**src/rtl/nand_ecc_pkg.sv**
```systemverilog
package nand_ecc_pkg;

  localparam logic [7:0] CODE_DATA   = 8'h94;
  localparam logic [7:0] CODE_CALC   = 8'hB4;
  localparam logic [7:0] CODE_RESULT = 8'hD4;
  localparam logic [7:0] CODE_CLEAR  = 8'hF4;

  typedef enum logic [1:0] {
    ENG_DATA   = 2'd0,
    ENG_CALC   = 2'd1,
    ENG_RESULT = 2'd2
  } eng_mode_e;

endpackage

```
**src/rtl/nand_ecc_ctrl.sv**
```systemverilog
module nand_ecc_ctrl
  import nand_ecc_pkg::*;
(
  input  logic       clk,
  input  logic       rst_n,
  input  logic       mode_we,
  input  logic [7:0] mode_wdata,
  input  logic       rd_req,
  output eng_mode_e  mode_q,
  output logic       armed_q,
  output logic [1:0] ptr_q,
  output logic       clr
);

  eng_mode_e  mode_d;
  logic       armed_d;
  logic [1:0] ptr_d;
  logic       mode_en;
  logic       enter_res;

  always_comb begin
    clr       = mode_we && (mode_wdata == CODE_CLEAR);
    enter_res = mode_we && (mode_wdata == CODE_RESULT);
    mode_en   = 1'b0;
    mode_d    = mode_q;
    if (mode_we) begin
      case (mode_wdata)
        CODE_DATA:   begin mode_d = ENG_DATA;   mode_en = 1'b1; end
        CODE_CALC:   begin mode_d = ENG_CALC;   mode_en = 1'b1; end
        CODE_RESULT: begin mode_d = ENG_RESULT; mode_en = 1'b1; end
        CODE_CLEAR:  begin mode_d = ENG_DATA;   mode_en = 1'b1; end
        default:     begin mode_d = mode_q;     mode_en = 1'b0; end
      endcase
    end
  end

  always_comb begin
    armed_d = armed_q;
    if (clr)
      armed_d = 1'b0;
    else if (rd_req && !armed_q)
      armed_d = 1'b1;
  end

  always_comb begin
    ptr_d = ptr_q;
    if (enter_res)
      ptr_d = 2'd0;
    else if ((mode_q == ENG_RESULT) && rd_req)
      ptr_d = (ptr_q == 2'd2) ? 2'd0 : ptr_q + 2'd1;
  end

  always_ff @(posedge clk or negedge rst_n) begin
    if (!rst_n)
      mode_q <= ENG_DATA;
    else if (mode_en)
      mode_q <= mode_d;
  end

  always_ff @(posedge clk or negedge rst_n) begin
    if (!rst_n) begin
      armed_q <= 1'b0;
      ptr_q   <= 2'd0;
    end else begin
      armed_q <= armed_d;
      ptr_q   <= ptr_d;
    end
  end

endmodule

```
**src/rtl/nand_ecc_half.sv**
```systemverilog
module nand_ecc_half #(
  parameter int IDX_W = 8,
  localparam int LP_W = 2 * IDX_W
) (
  input  logic             clk,
  input  logic             rst_n,
  input  logic             clr,
  input  logic             en,
  input  logic [IDX_W-1:0] idx,
  input  logic [7:0]       byte_in,
  output logic [LP_W-1:0]  line_out,
  output logic [7:0]       col_out
);

  logic [LP_W-1:0] lp_q, lp_d;
  logic [5:0]      cp_q, cp_d;
  logic            row_par;

  always_comb begin
    row_par = ^byte_in;
    lp_d    = lp_q;
    for (int k = 0; k < IDX_W; k++) begin
      if (idx[k])
        lp_d[2*k+1] = lp_q[2*k+1] ^ row_par;
      else
        lp_d[2*k]   = lp_q[2*k] ^ row_par;
    end
  end

  always_comb begin
    cp_d = cp_q;
    for (int m = 0; m < 3; m++) begin
      for (int j = 0; j < 8; j++) begin
        if (((j >> m) & 1) == 1)
          cp_d[2*m+1] = cp_d[2*m+1] ^ byte_in[j];
        else
          cp_d[2*m]   = cp_d[2*m] ^ byte_in[j];
      end
    end
  end

  always_ff @(posedge clk or negedge rst_n) begin
    if (!rst_n) begin
      lp_q <= '0;
      cp_q <= '0;
    end else if (clr) begin
      lp_q <= '0;
      cp_q <= '0;
    end else if (en) begin
      lp_q <= lp_d;
      cp_q <= cp_d;
    end
  end

  assign line_out = ~lp_q;
  assign col_out  = {~cp_q, 2'b11};

endmodule

```
**src/rtl/nand_ecc_pack.sv**
```systemverilog
module nand_ecc_pack (
  input  logic        active,
  input  logic [1:0]  ptr,
  input  logic [15:0] line0,
  input  logic [7:0]  col0,
  input  logic [15:0] line1,
  input  logic [7:0]  col1,
  output logic [15:0] word
);

  always_comb begin
    word = 16'h0000;
    if (active) begin
      case (ptr)
        2'd0:    word = line0;
        2'd1:    word = {line1[7:0], col0};
        2'd2:    word = {col1, line1[15:8]};
        default: word = 16'h0000;
      endcase
    end
  end

endmodule

```
**src/rtl/nand_ecc_engine.sv**
```systemverilog
module nand_ecc_engine
  import nand_ecc_pkg::*;
#(
  parameter int HALF_BYTES = 256,
  localparam int HALVES      = 2,
  localparam int IDX_W       = $clog2(HALF_BYTES),
  localparam int LP_W        = 2 * IDX_W,
  localparam int TOTAL_BYTES = HALVES * HALF_BYTES,
  localparam int CNT_W       = $clog2(TOTAL_BYTES) + 1
) (
  input  logic        clk,
  input  logic        rst_n,
  input  logic        mode_we,
  input  logic [7:0]  mode_wdata,
  input  logic        data_valid,
  input  logic [7:0]  data_byte,
  input  logic        rd_req,
  output logic [15:0] rd_data
);

  eng_mode_e        mode_q;
  logic             armed_q;
  logic [1:0]       ptr_q;
  logic             clr;
  logic             res_mode;
  logic             accept;
  logic [CNT_W-1:0] cnt_q, cnt_d;
  logic [LP_W-1:0]  line_w [HALVES];
  logic [7:0]       col_w  [HALVES];

  nand_ecc_ctrl u_ctrl (
    .clk        (clk),
    .rst_n      (rst_n),
    .mode_we    (mode_we),
    .mode_wdata (mode_wdata),
    .rd_req     (rd_req),
    .mode_q     (mode_q),
    .armed_q    (armed_q),
    .ptr_q      (ptr_q),
    .clr        (clr)
  );

  assign res_mode = (mode_q == ENG_RESULT);
  assign accept   = data_valid && armed_q && (mode_q == ENG_CALC)
                    && (cnt_q < CNT_W'(TOTAL_BYTES));

  always_comb begin
    cnt_d = cnt_q;
    if (clr)
      cnt_d = '0;
    else if (accept)
      cnt_d = cnt_q + 1'b1;
  end

  always_ff @(posedge clk or negedge rst_n) begin
    if (!rst_n)
      cnt_q <= '0;
    else
      cnt_q <= cnt_d;
  end

  for (genvar g = 0; g < HALVES; g++) begin : g_half
    logic half_en;
    assign half_en = accept && (cnt_q[IDX_W] == g[0]);
    nand_ecc_half #(.IDX_W(IDX_W)) u_half (
      .clk      (clk),
      .rst_n    (rst_n),
      .clr      (clr),
      .en       (half_en),
      .idx      (cnt_q[IDX_W-1:0]),
      .byte_in  (data_byte),
      .line_out (line_w[g]),
      .col_out  (col_w[g])
    );
  end

  nand_ecc_pack u_pack (
    .active (res_mode),
    .ptr    (ptr_q),
    .line0  (line_w[0][15:0]),
    .col0   (col_w[0]),
    .line1  (line_w[1][15:0]),
    .col1   (col_w[1]),
    .word   (rd_data)
  );

endmodule

```
**config.mk**
```make
export PLATFORM = sky130hd
export DESIGN_NAME = nand_ecc_engine
export DESIGN_NICKNAME = d
export VERILOG_FILES = /design/src/rtl/nand_ecc_pkg.sv /design/src/rtl/nand_ecc_ctrl.sv /design/src/rtl/nand_ecc_half.sv /design/src/rtl/nand_ecc_pack.sv /design/src/rtl/nand_ecc_engine.sv
export SDC_FILE = /design/constraint.sdc
export NUM_CORES = 1
export LEC_CHECK = 0
export ABC_AREA = 1
export BUFFER_PORTS_ARGS = -buffer_cell sky130_fd_sc_hd__buf_4
export CORE_MARGIN = 1.5
export CORE_UTILIZATION = 25
export CTS_CLUSTER_DIAMETER = 200
export DETAILED_ROUTE_END_ITERATION = 12
export HOLD_SLACK_MARGIN = 0.02
export PLACE_DENSITY = 0.42
export SKIP_CTS_REPAIR_TIMING = 1
export SLEW_MARGIN = 15
export SYNTH_ARGS = -nofsm -noshare
export SYNTH_HDL_FRONTEND = slang
export SYNTH_SLANG_ARGS = --single-unit
```
**constraint.sdc**
```tcl
create_clock -name clk -period 1.5 [get_ports clk]
set_clock_uncertainty 0.05 [all_clocks]
set_input_delay 0.225 -clock clk [delete_from_list [all_inputs] [get_ports clk]]
set_output_delay 0.225 -clock clk [all_outputs]
set_load 0.1 [all_outputs]
```
==> results.yml, run 1 <==
placed_design:
  dp_slack_ps: -207.6
  postPlaceCellArea_um2: 5258
  dp.cells: 905
  detailed_place_hpwl_um: 9789
  port-buffer-count: 36
  gp_routability_congestion: 0.8069
clock_network:
  htreeDepth: 3
  ctsRootBufferMaster: "sky130_fd_sc_hd__clkbuf_16"
  clkLatencyLatePin_ps: 340
  num_cts_buffers: 9
  tritoncts: "built"
  cts_num_sinks: 59
  cts-root-to-sink-buffers: 2
  clkTransAtPathRegs_ps: 50
routing:
  antenna_left: 0
  detail_route.first_pass.iterations: 4
  route.detailed.vias_per_inst: 4.581
  detail_route.wirelength_um: 14020
  average_wire_per_standard_cell_um: 15.02
  drt-initial-drc-count: 249
  drc_errors: 0
  detailroute.via_count: 4274
critical_path:
  critical-path-top-delay-family: "buffers and inverters"
  worst_path_largest_cell_delay_ps: 410
  worstPathCellList: "inv_2 > nor2_2 > inv_2 > buf_12 > o22ai_1 > o21ai_2 > inv_4 > buf_12"
  worstSetupPathDepth: 8
  crit_type: "reg -> out"
  timing.critical_path.fanout_max: 7
  critPathLaunchType: "flop"
  critical_path.slowest_cell: "sky130_fd_sc_hd__dfrtp_2"
  worstSetupEndpointType: "primary output"
  cp_num_buf_inv: 5
  rr_worst_depth: 10
  worst_ep_arrival_time_ps: 1670
  worst_ep_required_time_ps: 1220
logic_synthesis:
  syn-mean-instance-area_um2: 6.618
  synth.cell_area_um2: 4090
  postSynthRegisterBits: 59
  net_count_after_synthesis: 640
  synth.distinct_cells: 29
  synth-warning-count: 0
  postSynthCellCount: 618
  synth.yosys.seq_area_share: 0.3610
power:
  power.leakage_nw: 3.451
  total_power_divided_by_cell_area_nw_per_um2: 1163
  vdd.ir_drop.worst_v: 0.0006629
die:
  num_io_pins: 37
  floorplan.die.width_um: 130.9
  coreArea_um2: 15940
  die_area_um2: 17140
  initial_utilization: 0.2566
  die_y_um: 130.9
  core.rowCount: 46
sta:
  timing_max_transition_violations_final: 0
  final_setup_viols: 60
  finalHoldViolations: 0
  worst_slew_margin_rel: 0.7308
  finalCritPeriodShare: 1.299
  fmax_ghz: 0.5134
  setup_slack_ps: -447.9
  min_period_ps: 1948
  worst_slew_pin_slew_ps: 400.9
  rsz0062_at_grt: "true"
cells_and_area:
  layout.nets: 734
  syn2layout_area_growth_pct: 63.11
  antenna-diode-count: 0
  final_cell_count_no_fill: 933
  drive_gt1_frac: 0.3821
  n_fill_cell: 1602
  final_core_util: 0.4185
  postLayoutCellArea_um2: 6671
outcome:
  run_status: "complete, but fails checks"
  violations: "setup timing"
hold_path:
  holdPathStages: 2
  hp-class: "in -> reg"
global_route:
  first_global_vias: 4164
  largest_net_degree_at_the_start_of_global_routing: 39
  globalRoute.totalOverflow: 0
  grtUsageTotal: 0.1666
  first_pass_grt_wire_length_um: 21540
  antenna_found_initial: 0
flow_run:
  maxCapViolations: 0
power by group:
group / internal [mW] / switching [mW] / total, mW
Sequential: 2.11 / 0.658 / 2.77
Clock: 1.44 / 0.790 / 2.23
Combinational: 1.13 / 1.62 / 2.75
Total: 4.69 / 3.07 / 7.76
layout make-up:
type / instances / area [µm²] / area share
multi-input cells: 414 / 2776 / 0.4162
flip-flops and latches: 59 / 1486 / 0.2228
repair buffers: 110 / 1313 / 0.1967
inverters: 118 / 516.7 / 0.07746
well taps: 216 / 270.3 / 0.04051
clock buffers: 10 / 229.0 / 0.03432
clock inverters: 6 / 80.08 / 0.01200
metal layers:
metal  routed length, µm  GRT usage
met5                   0          0
met4                 228    0.06012
met3                 388    0.03420
met2                6978     0.2799
met1                6423     0.2121
per-stage QoR:
step	power (mW)	hold slack [ps]	setup TNS [ps]
detailed placement	4.823	107.9	-5361
floorplan	3.958	-120.6	-2999
global placement	4.767	111.6	-4414
finish	7.759	32.37	-10980
CTS	7.099	-261.2	-10640
global route	8.268	38.73	-15920
synth_stat cells, drive strengths merged:
library cell / instances / area share
and3: 1 / 0.0015
nor3: 5 / 0.0073
a21oi: 4 / 0.0049
clkbuf: 13 / 0.012
a221oi: 4 / 0.0086
o21ai: 61 / 0.075
buf: 14 / 0.026
inv: 118 / 0.11
xnor2: 7 / 0.015
xor2: 13 / 0.028
dfrtp: 59 / 0.36
nand4: 6 / 0.0092
nor4: 1 / 0.0015
o22ai: 12 / 0.018
nand3: 87 / 0.11
nand2: 141 / 0.14
ha: 1 / 0.0031
nor2: 67 / 0.065
a31oi: 2 / 0.0031
a211oi: 2 / 0.0037
logic make-up after synthesis:
logic type / count (synthesis) / share of synthesized area
AO/OA/AOI/OAI: 85 / 0.1132
XOR/XNOR: 20 / 0.04283
adder cells (fa/ha/maj): 1 / 0.003059
buffers and inverters: 145 / 0.1465
flip-flops: 59 / 0.3610
AND/OR/NAND/NOR: 308 / 0.3334
registers in the layout (all words and copies together) (netlist names):
register	cells
u_ctrl.ptr_q	2
cnt_q	10
u_ctrl.armed_q	1
g_half.u_half.lp_q	32
g_half.u_half.cp_q	12
u_ctrl.mode_q	2
placed cells by master, fill, tap and decap left out, types with 10 or more instances in the layout:
| cell | netlist | layout |
|---|---|---|
| sky130_fd_sc_hd__nand3_1 | 84 | 58 |
| sky130_fd_sc_hd__nor2_2 | 3 | 11 |
| sky130_fd_sc_hd__o21ai_2 | 0 | 14 |
| sky130_fd_sc_hd__dfrtp_1 | 59 | 51 |
| sky130_fd_sc_hd__buf_12 | 0 | 32 |
| sky130_fd_sc_hd__nor2_1 | 63 | 51 |
| sky130_fd_sc_hd__inv_1 | 113 | 92 |
| sky130_fd_sc_hd__nand3_2 | 3 | 26 |
| sky130_fd_sc_hd__xor2_1 | 13 | 13 |
| sky130_fd_sc_hd__buf_4 | 0 | 65 |
| sky130_fd_sc_hd__o21ai_4 | 0 | 29 |
| sky130_fd_sc_hd__nand2_1 | 134 | 124 |
| sky130_fd_sc_hd__inv_4 | 0 | 10 |
| sky130_fd_sc_hd__o21ai_1 | 23 | 10 |
| sky130_fd_sc_hd__clkbuf_16 | 0 | 11 |
| sky130_fd_sc_hd__nand2_4 | 4 | 10 |
| sky130_fd_sc_hd__inv_2 | 5 | 11 |
path summary, 6_finish.rpt:
kind / from / endpoint / slack, ps
max: u_ctrl.ptr_q[0] / rd_data[12] / -450
min: mode_we / u_ctrl.mode_q[0] / 30
max reg2reg: u_ctrl.mode_q[1] / g_half[0].u_half.lp_q[14] / -210
min reg2reg: u_ctrl.armed_q / u_ctrl.armed_q / 460
max in group asynchronous: rst_n / u_ctrl.ptr_q[0] / 590
min in group asynchronous: rst_n / g_half[0].u_half.cp_q[0] / 300
Power figures use the tool's default switching activity.
==> inputs of run 2 (changes only) <==
==> constraint.sdc (replaced) <==
create_clock -name clk -period 2.09 [get_ports clk]
set_clock_uncertainty 0.05 [all_clocks]
set_input_delay 0.3135 -clock clk [delete_from_list [all_inputs] [get_ports clk]]
set_output_delay 0.3135 -clock clk [all_outputs]
set_load 0.1 [all_outputs]
==> results.yml, run 2 (synthesized netlist as in run 1, its figures left out) <==
global_route:
  grtUsageTotal: 0.1608
  first_global_vias: 3946
  largest_net_degree_at_the_start_of_global_routing: 60
  first_pass_grt_wire_length_um: 20780
  globalRoute.totalOverflow: 0
  antenna_found_initial: 0
placed_design:
  postPlaceCellArea_um2: 4644
  gp_routability_congestion: 0.7716
  port-buffer-count: 36
  detailed_place_hpwl_um: 8655
routing:
  drt-initial-drc-count: 212
  antenna_left: 0
  detail_route.wirelength_um: 12740
  average_wire_per_standard_cell_um: 14.55
  route.detailed.vias_per_inst: 4.519
  drc_errors: 0
  detailroute.via_count: 3959
  detail_route.first_pass.iterations: 4
cells_and_area:
  multi_input_gate_area_in_the_final_layout_um2: 2117
  syn2layout_area_growth_pct: 27.29
  largest_register_ffs: 32
  top_register: "g_half.u_half.lp_q"
  antenna-diode-count: 0
  drive_gt1_frac: 0.1727
  layout.cells.most_common_list: "sky130_fd_sc_hd__nand2_1, sky130_fd_sc_hd__inv_1, sky130_fd_sc_hd__nand3_1, sky130_fd_sc_hd__nor2_1, sky130_fd_sc_hd__dfrtp_1"
  reg.largest.list: "g_half.u_half.lp_q (32), g_half.u_half.cp_q (12), cnt_q (10)"
  most_common_cell_after_layout_fill_and_taps_aside: "sky130_fd_sc_hd__nand2_1"
  postLayoutCellArea_um2: 5206
  n_fill_cell: 1743
  layout.nets: 678
  seqCellArea_um2: 1480
critical_path:
  r2r-end: "g_half[0].u_half.lp_q[1]"
  critPathLaunchType: "flop"
  regToRegStartpoint: "cnt_q[8]"
  capture_point_of_the_worst_path: "rd_data[3]"
  worst_ep_arrival_time_ps: 1670
  rr_worst_depth: 8
  timing.critical_path.from: "u_ctrl.ptr_q[0]"
  worstSetupEndpointType: "primary output"
  rrSetupSlack_ps: 390
  timing.critical_path.fanout_max: 13
  worst_ep_required_time_ps: 1730
  crit_type: "reg -> out"
sta:
  finalCritPeriodShare: 0.9749
  final_setup_viols: 0
  fmax_ghz: 0.4908
  setup_tns_ps: 0
  worst_slew_pin_slew_ps: 823.0
  finalHoldViolations: 0
  timing_max_transition_violations_final: 0
  worst_slew_margin_rel: 0.4514
  min_period_ps: 2038
die:
  die_y_um: 130.9
  die_area_um2: 17140
  coreArea_um2: 15940
  core.rowCount: 46
  initial_utilization: 0.2566
  num_io_pins: 37
  floorplan.die.width_um: 130.9
clock_network:
  clkLatencyLatePin_ps: 330
  tritoncts: "built"
  cts-root-to-sink-buffers: 2
  clkTransAtPathRegs_ps: 50
  ctsRootBufferMaster: "sky130_fd_sc_hd__clkbuf_16"
  htreeDepth: 3
  num_cts_buffers: 9
  cts_num_sinks: 59
power:
  power.leakage_nw: 2.941
  total_power_divided_by_cell_area_nw_per_um2: 886.4
  vdd.ir_drop.worst_v: 0.0004044
outcome:
  run_status: "complete, no violations"
flow_run:
  maxCapViolations: 0
hold_path:
  hp-class: "in -> async"
==> run 2: changes by cell type in the layout (fill, tap and decap cells not counted), moves of 7 or more <==
| cell | change |
|---|---|
| sky130_fd_sc_hd__nand3_2 | -23 |
| sky130_fd_sc_hd__nand2_1 | +9 |
| sky130_fd_sc_hd__nor2_1 | +8 |
| sky130_fd_sc_hd__buf_12 | -19 |
| sky130_fd_sc_hd__inv_4 | -10 |
| sky130_fd_sc_hd__o21ai_2 | -13 |
| sky130_fd_sc_hd__o21ai_4 | -29 |
| sky130_fd_sc_hd__o21ai_1 | +21 |
| sky130_fd_sc_hd__inv_1 | +16 |
| sky130_fd_sc_hd__buf_4 | -34 |
| sky130_fd_sc_hd__o21ai_0 | +21 |
| sky130_fd_sc_hd__nand3_1 | +26 |
| sky130_fd_sc_hd__o22ai_2 | +7 |
==> run 2: area by class of cell <==
| type | count | area share |
|---|---|---|
| inverters | 118 | 0.08580 |
| repair buffers | 54 | 0.1211 |
| multi-input cells | 414 | 0.4066 |
| flip-flops and latches | 59 | 0.2843 |
| well taps | 216 | 0.05191 |
| clock inverters | 3 | 0.002884 |
| clock buffers | 12 | 0.04734 |
==> run 2: how the worst min path moves through the flow <==
stage	startpoint	endpoint
2_1_floorplan	rst_n	cnt_q[0]
3_3_place_gp	rst_n	g_half[0].u_half.cp_q[2]
3_5_place_dp	rst_n	g_half[0].u_half.lp_q[14]
4_1_cts	rst_n	g_half[1].u_half.lp_q[10]
5_1_grt	rst_n	g_half[0].u_half.lp_q[4]
6_report	rst_n	g_half[0].u_half.cp_q[2]
==> run 2: stage by stage <==
| stage | setup slack, ps | power (mW) | util | hold WS, ps | instances |
|---|---|---|---|---|---|
| floorplan | -350.9 | 2.806 | - | -32.09 | 618 |
| global placement | 213.7 | 3.219 | 0.2913 | 432.9 | 859 |
| detailed placement | 156.1 | 3.250 | 0.2913 | 424.8 | 859 |
| CTS | -218.6 | 4.643 | 0.3077 | 63.57 | 874 |
| global route | -27.48 | 4.982 | 0.3266 | 108.7 | 876 |
| finish | 52.43 | 4.615 | 0.3266 | 25.95 | 876 |
==> run 2: routing by layer <==
| layer | vias up | wire, µm | track usage |
|---|---|---|---|
| met5 | - | 0 | 0 |
| met4 | 0 | 246 | 0.04719 |
| met3 | 14 | 448 | 0.03705 |
| met2 | 61 | 6188 | 0.2743 |
| met1 | 1864 | 5860 | 0.2032 |
| li1 | 2020 | - | - |
==> run 2: worst max-delay path: stages, from the launching register on <==
cell and delay (ps):
sky130_fd_sc_hd__dfrtp_2 440, sky130_fd_sc_hd__nor2_4 150, sky130_fd_sc_hd__clkinvlp_4 110, sky130_fd_sc_hd__buf_12 160, sky130_fd_sc_hd__o22ai_1 130, sky130_fd_sc_hd__o21ai_1 80, sky130_fd_sc_hd__inv_1 100, sky130_fd_sc_hd__buf_12 180
==> run 2: where the power goes <==
group,internal (mW),switching (mW)
Clock,0.821,0.526
Sequential,1.51,0.428
Combinational,0.517,0.812
